### src/rtl/dbg_trace_pkg.sv
package dbg_trace_pkg;

  typedef enum logic [1:0] {
    SEL_CTRL = 2'd0,
    SEL_CMPA = 2'd1,
    SEL_CMPB = 2'd2,
    SEL_NONE = 2'd3
  } wsel_e;

  localparam int CB_EN   = 0;
  localparam int CB_ARM  = 1;
  localparam int CB_MODE = 2;
  localparam int CB_TSEL = 3;

  typedef struct packed {
    logic en;
    logic begin_mode;
    logic seq_ab;
  } ctrl_t;

endpackage

### src/rtl/dbg_trace_ctl.sv
module dbg_trace_ctl
  import dbg_trace_pkg::*;
#(
  parameter int AW = 16
) (
  input  logic          clk,
  input  logic          rst,
  input  logic          wr_en,
  input  logic [1:0]    wr_sel,
  input  logic [AW-1:0] wr_data,
  input  logic          end_evt,
  output ctrl_t         ctrl,
  output logic          armed,
  output logic          start,
  output logic [AW-1:0] cmp_a,
  output logic [AW-1:0] cmp_b
);

  logic ctl_wr;
  logic stop_wr;

  assign ctl_wr  = wr_en && (wr_sel == SEL_CTRL);
  assign stop_wr = ctl_wr && !(wr_data[CB_EN] && wr_data[CB_ARM]);
  assign start   = ctl_wr && wr_data[CB_EN] && wr_data[CB_ARM] && !armed;

  always_ff @(posedge clk) begin
    if (rst) begin
      ctrl  <= '0;
      cmp_a <= '0;
      cmp_b <= '0;
    end else if (wr_en) begin
      case (wr_sel)
        SEL_CTRL: begin
          ctrl.en         <= wr_data[CB_EN];
          ctrl.begin_mode <= wr_data[CB_MODE];
          ctrl.seq_ab     <= wr_data[CB_TSEL];
        end
        SEL_CMPA: cmp_a <= wr_data;
        SEL_CMPB: cmp_b <= wr_data;
        default:  ;
      endcase
    end
  end

  always_ff @(posedge clk) begin
    if (rst)           armed <= 1'b0;
    else if (stop_wr)  armed <= 1'b0;
    else if (start)    armed <= 1'b1;
    else if (end_evt)  armed <= 1'b0;
  end

  // a run can only be live while the enable bit is held
  p_arm_needs_en_r1: assert property (@(posedge clk) disable iff (rst)
    armed |-> ctrl.en);

  // a run-ending event always drops the armed flag
  p_end_disarms_r3: assert property (@(posedge clk) disable iff (rst)
    (armed && end_evt) |=> !armed);

  // a stop write always drops the armed flag
  p_stop_disarms_r5: assert property (@(posedge clk) disable iff (rst)
    stop_wr |=> !armed);

endmodule

### src/rtl/dbg_trace_cmp.sv
module dbg_trace_cmp #(
  parameter int AW = 16
) (
  input  logic          clk,
  input  logic          rst,
  input  logic          start,
  input  logic          armed,
  input  logic          seq_ab,
  input  logic          bus_valid,
  input  logic [AW-1:0] bus_addr,
  input  logic [AW-1:0] cmp_a,
  input  logic [AW-1:0] cmp_b,
  output logic          flag_a,
  output logic          flag_b,
  output logic          seen,
  output logic          trig
);

  logic hit_a, hit_b, live;

  assign live  = armed && bus_valid;
  assign hit_a = live && (bus_addr == cmp_a);
  assign hit_b = live && (bus_addr == cmp_b);
  assign trig  = seq_ab ? (hit_b && flag_a) : hit_a;

  always_ff @(posedge clk) begin
    if (rst || start) begin
      flag_a <= 1'b0;
      flag_b <= 1'b0;
      seen   <= 1'b0;
    end else begin
      if (hit_a) flag_a <= 1'b1;
      if (hit_b) flag_b <= 1'b1;
      if (trig)  seen   <= 1'b1;
    end
  end

  // flags hold until a new run starts
  p_flag_a_sticky_r6: assert property (@(posedge clk) disable iff (rst)
    (flag_a && !start) |=> flag_a);
  p_flag_b_sticky_r6: assert property (@(posedge clk) disable iff (rst)
    (flag_b && !start) |=> flag_b);
  // a flag rises only from a qualified, armed bus cycle
  p_flag_a_src_r6: assert property (@(posedge clk) disable iff (rst)
    $rose(flag_a) |-> $past(armed && bus_valid));

endmodule

### src/rtl/dbg_trace_buf.sv
module dbg_trace_buf #(
  parameter int DW    = 8,
  parameter int DEPTH = 8,
  parameter int CW    = $clog2(DEPTH) + 1
) (
  input  logic          clk,
  input  logic          rst,
  input  logic          start,
  input  logic          armed,
  input  logic          cap,
  input  logic          begin_mode,
  input  logic [DW-1:0] wdata,
  input  logic          rd_en,
  output logic [CW-1:0] cnt,
  output logic          full_evt,
  output logic [DW-1:0] rd_data
);

  localparam int PW = $clog2(DEPTH);
  localparam logic [CW-1:0] CNT_MAX  = CW'(DEPTH);
  localparam logic [CW-1:0] CNT_LAST = CW'(DEPTH - 1);

  logic [DW-1:0] mem [DEPTH];
  logic [PW-1:0] wr_ptr;
  logic [CW-1:0] rd_cnt;
  logic [PW-1:0] rd_idx;
  logic          rd_ok;

  assign full_evt = cap && begin_mode && (cnt == CNT_LAST);
  assign rd_ok    = rd_en && !armed && (rd_cnt < cnt);
  assign rd_idx   = wr_ptr - cnt[PW-1:0] + rd_cnt[PW-1:0];

  always_ff @(posedge clk) begin
    if (cap) mem[wr_ptr] <= wdata;
  end

  always_ff @(posedge clk) begin
    if (rst || start) begin
      wr_ptr <= '0;
      cnt    <= '0;
      rd_cnt <= '0;
    end else begin
      if (cap) begin
        wr_ptr <= wr_ptr + 1'b1;
        if (cnt != CNT_MAX) cnt <= cnt + 1'b1;
      end
      if (rd_ok) rd_cnt <= rd_cnt + 1'b1;
    end
  end

  always_ff @(posedge clk) begin
    if (rst)        rd_data <= '0;
    else if (rd_ok) rd_data <= mem[rd_idx];
    else if (rd_en) rd_data <= '0;
  end

  // the count never passes the buffer depth
  p_cnt_bound_r4: assert property (@(posedge clk) disable iff (rst)
    cnt <= CNT_MAX);
  // once disarmed the count is frozen until the next start
  p_cnt_frozen_r10: assert property (@(posedge clk) disable iff (rst)
    (!armed && !start) |=> $stable(cnt));
  // a read past the counted words yields zero
  p_dry_read_r10: assert property (@(posedge clk) disable iff (rst)
    (rd_en && !start && (armed || rd_cnt >= cnt)) |=> (rd_data == '0));

endmodule

### src/rtl/dbg_trace_top.sv
module dbg_trace_top
  import dbg_trace_pkg::*;
#(
  parameter int AW    = 16,
  parameter int DW    = 8,
  parameter int DEPTH = 8,
  parameter int CW    = $clog2(DEPTH) + 1,
  parameter int SW    = CW + 4
) (
  input  logic          clk,
  input  logic          rst,
  input  logic          wr_en,
  input  logic [1:0]    wr_sel,
  input  logic [AW-1:0] wr_data,
  input  logic          bus_valid,
  input  logic [AW-1:0] bus_addr,
  input  logic [DW-1:0] bus_data,
  output logic [SW-1:0] status,
  input  logic          rd_en,
  output logic [DW-1:0] rd_data
);

  ctrl_t         ctrl;
  logic          armed, start, end_evt;
  logic [AW-1:0] cmp_a, cmp_b;
  logic          flag_a, flag_b, seen, trig;
  logic          cap, full_evt;
  logic [CW-1:0] cnt;

  assign cap     = armed && bus_valid && (!ctrl.begin_mode || seen || trig);
  assign end_evt = ctrl.begin_mode ? full_evt : trig;
  assign status  = {flag_a, flag_b, armed, 1'b0, cnt};

  dbg_trace_ctl #(.AW(AW)) u_ctl (
    .clk(clk), .rst(rst), .wr_en(wr_en), .wr_sel(wr_sel), .wr_data(wr_data),
    .end_evt(end_evt), .ctrl(ctrl), .armed(armed), .start(start),
    .cmp_a(cmp_a), .cmp_b(cmp_b)
  );

  dbg_trace_cmp #(.AW(AW)) u_cmp (
    .clk(clk), .rst(rst), .start(start), .armed(armed), .seq_ab(ctrl.seq_ab),
    .bus_valid(bus_valid), .bus_addr(bus_addr), .cmp_a(cmp_a), .cmp_b(cmp_b),
    .flag_a(flag_a), .flag_b(flag_b), .seen(seen), .trig(trig)
  );

  dbg_trace_buf #(.DW(DW), .DEPTH(DEPTH), .CW(CW)) u_buf (
    .clk(clk), .rst(rst), .start(start), .armed(armed), .cap(cap),
    .begin_mode(ctrl.begin_mode), .wdata(bus_data), .rd_en(rd_en),
    .cnt(cnt), .full_evt(full_evt), .rd_data(rd_data)
  );

  // bit 4 of the status word is always zero
  p_status_gap_r8: assert property (@(posedge clk) disable iff (rst)
    status[CW] == 1'b0);
  // in begin-trace mode nothing is stored before the trigger
  p_no_pretrig_r3: assert property (@(posedge clk) disable iff (rst)
    (armed && ctrl.begin_mode && !seen && !trig && !start) |=> $stable(cnt));

endmodule

### config.mk
export PLATFORM = sky130hd
export DESIGN_NAME = dbg_trace_top
export DESIGN_NICKNAME = d
export VERILOG_FILES = /design/src/rtl/dbg_trace_pkg.sv /design/src/rtl/dbg_trace_ctl.sv /design/src/rtl/dbg_trace_cmp.sv /design/src/rtl/dbg_trace_buf.sv /design/src/rtl/dbg_trace_top.sv
export SDC_FILE = /design/constraint.sdc
export NUM_CORES = 1
export LEC_CHECK = 0
export BUFFER_PORTS_ARGS = -buffer_cell sky130_fd_sc_hd__buf_2
export CORE_ASPECT_RATIO = 2
export CORE_MARGIN = 4
export CORE_UTILIZATION = 62
export CTS_CLUSTER_DIAMETER = 60
export DETAILED_ROUTE_END_ITERATION = 6
export PLACE_DENSITY_LB_ADDON = 0.1
export SYNTH_ARGS = -nofsm -noshare
export SYNTH_HDL_FRONTEND = slang
export SYNTH_SLANG_ARGS = --single-unit
### constraint.sdc
create_clock -name clk -period 6.8 [get_ports clk]
set_input_delay 1.36 -clock clk [delete_from_list [all_inputs] [get_ports clk]]
set_output_delay 1.36 -clock clk [all_outputs]
set_load 0.02 [all_outputs]
==> impl_metrics.tcl, run 1 <==
set metrics [dict create \
    ir_drop_mv 0.234 \
    layout.nets 559 \
    drt_wl_total_um 11700 \
    hold_path_class "reg2reg" \
    clockRootBuffer "clkbuf_16" \
    seq_power_share_pct 44.5 \
    overflow 0 \
    dp_hpwl_um 8620 \
    cap_violations 0 \
    portBuffers 61 \
    leakage_uw 0.00239 \
    syn_inst 442 \
    clockPowerShare_pct 51.0 \
    cts.sink_count 121 \
    hold_buffers 0 \
    ys_top_cells_by_area "edfxtp_1 (36%), dfxtp_1 (22%), mux4_2 (6.8%), nand2_1 (5.7%), xor2_1 (5.0%)" \
    grt_pass1_vias 3807 \
    slowest_stage "nor4b_2" \
    yosysUniqueCellTypes 47 \
    dpl.cell_count 580 \
    antenna_found_initial 0 \
    critical_path.top_delay_family "simple AND/OR/NAND/NOR gates" \
    hold_viol 0 \
    gr-usage-all-layers_pct 25.3 \
    worstPathRequired_ns 6.83 \
    critPathCaptureType "register" \
    clock_path_buffers 2 \
    synth_top_cell_by_area "edfxtp_1" \
    fp.dieH_um 138 \
    layout.cells.non_filler 612 \
    holdPathStages 2 \
    synth_warnings 0 \
    start_util_pct 63.5 \
    synth_top_area_share_pct 36.5 \
    period_share_pct 55.9 \
    wl_per_cell_um 19.2 \
    fin_crit_ns 3.80 \
    clk-insertion-delay-late_ns 0.41 \
    cp_cell_sequence "buf_2, xor2_1, nor4_1, nand3_1, o32a_1, a21oi_4, nor4b_2" \
    path_max_fanout 10 \
    fp.coreArea_um2 8290 \
    drtAntennaViolNets 0 \
    grt_start_max_net_pins 46 \
    syn_area_um2 5270 \
    power_density_nw_per_um2 283 \
    slew_violations 0 \
    cts_tree "yes" \
    cts_inserted_buffers 17 \
    cpPeakStageDelay_ns 0.82 \
    relSlewSlack_pct 20.7 \
    cts.htree.levels 4 \
    n_fill_cell 571 \
    synth-edff-count 64 \
    io_pins 63 \
    syn_nets 500 \
    gp_congestion 0.839 \
    drtIter0Drc 187 \
    avgViaCountPerCell 5.71 \
    drc 0 \
    power.switching_uw 363 \
    async_flop_share_pct 0 \
    worst_slew_pin_slew_ns 1.19 \
    pwr-share-comb_pct 4.4 \
    synth_common_cells "nand2_1 (80), edfxtp_1 (64), dfxtp_1 (57)" \
    rows 47 \
    r2r_slack_ns 3.57 \
    cp.arrival_ns 3.83 \
    post_cts_resized 0 \
    path_clk_slew_ns 0.06 \
    num_antenna_cells 0 \
    syn_avg_cell_area_um2 11.9 \
    yosysMostFrequentCell "nand2_1" \
    path_buf_inv 1 \
    crit_path_start_kind "primary input" \
    skew_ns 0.00771 \
    synth_ff_type "edfxtp_1" \
    critPathKind "in2reg" \
    crit_cells 7 \
    ys_seq_elements 121 \
    grt_setup_unrepaired "no" \
    grt_pass1_wl_um 18600 \
    p_int_uw 1390 \
    finalSetupViolCount 0 \
    status "finished clean" \
    r2r_cells 8 \
    multiInputGateArea_um2 2030 \
    cts_setup_buffers 0 \
    die_w_um 73.2 \
    firstDrtPassIters 4 \
    die_area_um2 10100 \
    drive_above_1_share_pct 23.2 \
    num_vias 3496 \
    areaGrowthSynthToFinish_pct 17.9 \
    ys_seq_area_share_pct 58.1 \
    ff_latch_area_um2 3060 \
    netSwitchingFraction_pct 20.7 \
    setup_tns_ns 0 \
    maxClockFrequency_ghz 0.263 \
]
==> cell usage in the layout, fill, tap and decap left out, types with 8 or more instances in the layout <==
| cell type | synthesis | layout |
|---|---|---|
| mux4_2 | 16 | 16 |
| xor2_1 | 30 | 30 |
| edfxtp_1 | 64 | 64 |
| nand2_1 | 80 | 80 |
| mux2i_1 | 17 | 17 |
| clkbuf_16 | 0 | 20 |
| dfxtp_1 | 57 | 57 |
| nor2_1 | 24 | 24 |
| buf_2 | 2 | 61 |
| ha_1 | 9 | 9 |
| inv_1 | 15 | 15 |
| a2bb2oi_1 | 8 | 8 |
| a21oi_1 | 41 | 41 |
==> layout make-up <==
class | count | area share (%)
multi-input cells | 282 | 32.8
clock buffers | 23 | 8.52
well taps | 98 | 1.97
flip-flops and latches | 121 | 49.3
inverters | 16 | 0.967
clock inverters | 9 | 1.29
repair buffers | 63 | 5.16
==> power by group through the flow <==
stage,registers [uW],clock network (uW),logic (uW)
2_1_floorplan,795,0,43.6
3_3_place_gp,796,0,76.8
3_5_place_dp,797,0,78.1
4_1_cts,781,906,78.9
5_1_grt,782,941,86.7
6_report,782,895,78.0
==> sequential cells by signal, summed over array words and instances, names as in the netlist, 2 cells and up <==
signal,cells
u_ctl.cmp_b,16
u_buf.rd_data,8
u_buf.cnt,4
u_buf.wr_ptr,3
u_buf.rd_cnt,4
u_ctl.cmp_a,16
u_ctl.ctrl,2
u_buf.mem,64
==> final timing paths <==
path | from | to
max | bus_addr[12] | u_buf.mem[3][3]
min | u_ctl.cmp_a[8] | u_ctl.cmp_a[8]
max reg2reg | u_buf.wr_ptr[1] | u_buf.rd_data[0]
min reg2reg | u_ctl.cmp_a[8] | u_ctl.cmp_a[8]
==> kinds of logic (layout without fill, tap and decap cells) <==
family	count (synthesis)	count (layout)	synth area share [%]
xor+xnor	35	35	5.82
fa+ha+maj	11	11	2.90
other cells	1	1	0.0712
compound gates	64	64	7.72
mux	33	33	10.1
simple gates	138	138	12.0
flops	121	121	58.1
buf+inv	39	111	3.25
==> routing by layer <==
| metal | vias to the layer above | routed length [um] | global-route usage (%) |
|---|---|---|---|
| li1 | 1691 | - | - |
| met5 | - | 0 | 0 |
| met3 | 39 | 503 | 6.40 |
| met2 | 91 | 6910 | 47.1 |
| met4 | 0 | 563 | 14.8 |
| met1 | 1675 | 3750 | 23.0 |
==> stage by stage <==
| stage | area, um2 | power [uW] | worst slack [ns] | utilization (%) | hold slack, ns |
|---|---|---|---|---|---|
| after floorplan | 5270 | 839 | 3.32 | - | 0.436 |
| after CTS | 6210 | 1770 | 2.99 | 74.9 | 0.466 |
| after global placement | 5600 | 873 | 2.69 | 67.5 | 0.449 |
| final | 6210 | 1750 | 3.00 | 74.9 | 0.467 |
| after detailed placement | 5600 | 875 | 2.54 | 67.5 | 0.459 |
| after global routing | 6210 | 1810 | 2.74 | 74.9 | 0.485 |
==> worst register-to-register path, cell delays in order, from the launching register on <==
cell and delay (ns):
dfxtp_1 0.45, inv_1 0.16, fa_1 0.51, inv_1 0.06
fa_1 1.08, mux4_2 0.43, mux2i_1 0.17, a2bb2oi_1 0.18
nor2_1 0.05
Power figures use the tool's default switching activity.
==> run 2: changes to the inputs <==
Settings changed: CORE_UTILIZATION 62 to 58.
Clock period 6.8 ns to 3.6 ns, I/O delays scaled along.
==> impl_metrics.tcl, run 2 (synthesis results as in run 1) <==
set metrics [dict create \
    status "finished clean" \
    grt_pass1_wl_um 18100 \
    grt_pass1_vias 3656 \
    place_ws_ns 0.322 \
    cap_violations 0 \
    skew_ns 0.00598 \
    io_pins 63 \
    path_clk_slew_ns 0.05 \
    finalSetupViolCount 0 \
    antenna_found_initial 0 \
    path_max_fanout 8 \
    leakage_uw 0.00240 \
    layout.cells.non_filler 624 \
    p_int_uw 2480 \
    final_common_cell "nand2_1" \
    p_total_uw 3150 \
    firstDrtPassIters 4 \
    relSlewSlack_pct 24.1 \
    critPathKind "reg2reg" \
    drtAntennaViolNets 0 \
    portBuffers 61 \
    grt_start_max_net_pins 46 \
    setup_tns_ns 0 \
    ff_latch_area_um2 3060 \
    gr-usage-all-layers_pct 23.5 \
    fp.coreArea_um2 8950 \
    clockPowerShare_pct 48.5 \
    die_area_um2 10800 \
    fin_crit_ns 3.33 \
    grt_setup_unrepaired "no" \
    die_w_um 75.4 \
    avgViaCountPerCell 5.70 \
    clockRootBuffer "clkbuf_16" \
    largest_reg_flops 64 \
    cts.sink_count 121 \
    start_util_pct 58.9 \
    wl_per_cell_um 18.4 \
    crit_path_start_kind "register" \
    critPathCaptureType "register" \
    rows 49 \
    netSwitchingFraction_pct 21.5 \
    cts_inserted_buffers 17 \
    drt_wl_total_um 11500 \
    dp_hpwl_um 8310 \
    largest-register "u_buf.mem" \
    drc 0 \
    seq_power_share_pct 46.8 \
    areaGrowthSynthToFinish_pct 18.0 \
    clk-insertion-delay-late_ns 0.41 \
    hold_ws_ns 0.464 \
    drtIter0Drc 168 \
    pwr-share-comb_pct 4.7 \
    maxClockFrequency_ghz 0.301 \
    hold_path_class "reg2reg" \
    layout.nets 567 \
    worst_slew_pin_slew_ns 1.13 \
    reg_top3 "u_buf.mem x64, u_ctl.cmp_a x16, u_ctl.cmp_b x16" \
    timing.final.ws_setup_ns 0.273 \
    cts_setup_buffers 0 \
    clock_path_buffers 2 \
    n_fill_cell 660 \
    num_vias 3555 \
    slew_violations 0 \
    cp.arrival_ns 3.58 \
    ir_drop_mv 0.445 \
    overflow 0 \
    power.switching_uw 677 \
    power_density_nw_per_um2 507 \
    final_cell_mix "nand2_1 (80), edfxtp_1 (64), buf_2 (61)" \
    cts.htree.levels 4 \
    dpl.cell_count 592 \
    cts_tree "yes" \
    hold_buffers 0 \
    num_antenna_cells 0 \
    multiInputGateArea_um2 2030 \
    worstPathRequired_ns 3.85 \
    post_cts_resized 0 \
    fp.dieH_um 143 \
    period_share_pct 92.4 \
    hold_viol 0 \
    gp_congestion 0.852 \
    drive_above_1_share_pct 24.1 \
]
## run 2: cell count changes in the layout (fill, tap and decap cells not counted), sizes merged
cell | before | now
clkbuf | 23 | 22
bufinv | 1 | 0
clkinvlp | 1 | 3
buf | 63 | 71
clkinv | 5 | 7
inv | 18 | 16
## run 2: power by group through the flow
stage | sequential, uW | combinational [uW] | clock, uW
floorplan | 1500 | 82.4 | 0
global placement | 1500 | 147 | 0
detailed placement | 1500 | 149 | 0
CTS | 1480 | 150 | 1550
global route | 1480 | 164 | 1630
finish | 1480 | 148 | 1530
## run 2: worst paths after layout
| path | from | cells after the start | end | slack, ns |
|---|---|---|---|---|
| hold / removal | u_ctl.cmp_a[7] | 2 | u_ctl.cmp_a[7] | 0.46 |
| setup reg to reg | u_buf.wr_ptr[1] | 9 | u_buf.rd_data[3] | 0.27 |
| setup / recovery | u_buf.wr_ptr[1] | 9 | u_buf.rd_data[3] | 0.27 |
| hold reg to reg | u_ctl.cmp_a[7] | 2 | u_ctl.cmp_a[7] | 0.46 |
## run 2: metal layers
metal / up-vias / routed length [um] / GRT usage (%)
li1: 1708 / - / -
met5: - / 0 / 0
met2: 68 / 6930 / 45.1
met3: 15 / 409 / 6.13
met4: 0 / 215 / 8.94
met1: 1764 / 3920 / 22.4
## run 2: final cells by class
cell class,count,area share (%)
sequential,121,49.3
multi-input combinational,282,32.7
clock buffer,22,7.77
timing repair buffer,71,6.12
tap,102,2.05
clock inverter,10,1.13
inverter,16,0.966
## run 2: metrics by stage
step | util [%] | area (um2)
floorplan | - | 5270
global placement | 63.3 | 5670
detailed placement | 63.3 | 5670
CTS | 69.5 | 6220
global route | 69.5 | 6220
finish | 69.5 | 6220
## run 2: worst max-delay path: stages, from the launching register on
cell and delay (ns):
dfxtp_1 0.43, inv_1 0.15, fa_1 0.50, inv_1 0.06, fa_1 0.43, xnor2_1 0.15, xnor2_1 0.89, mux2i_1 0.30
a2bb2oi_1 0.19, nor2_1 0.07
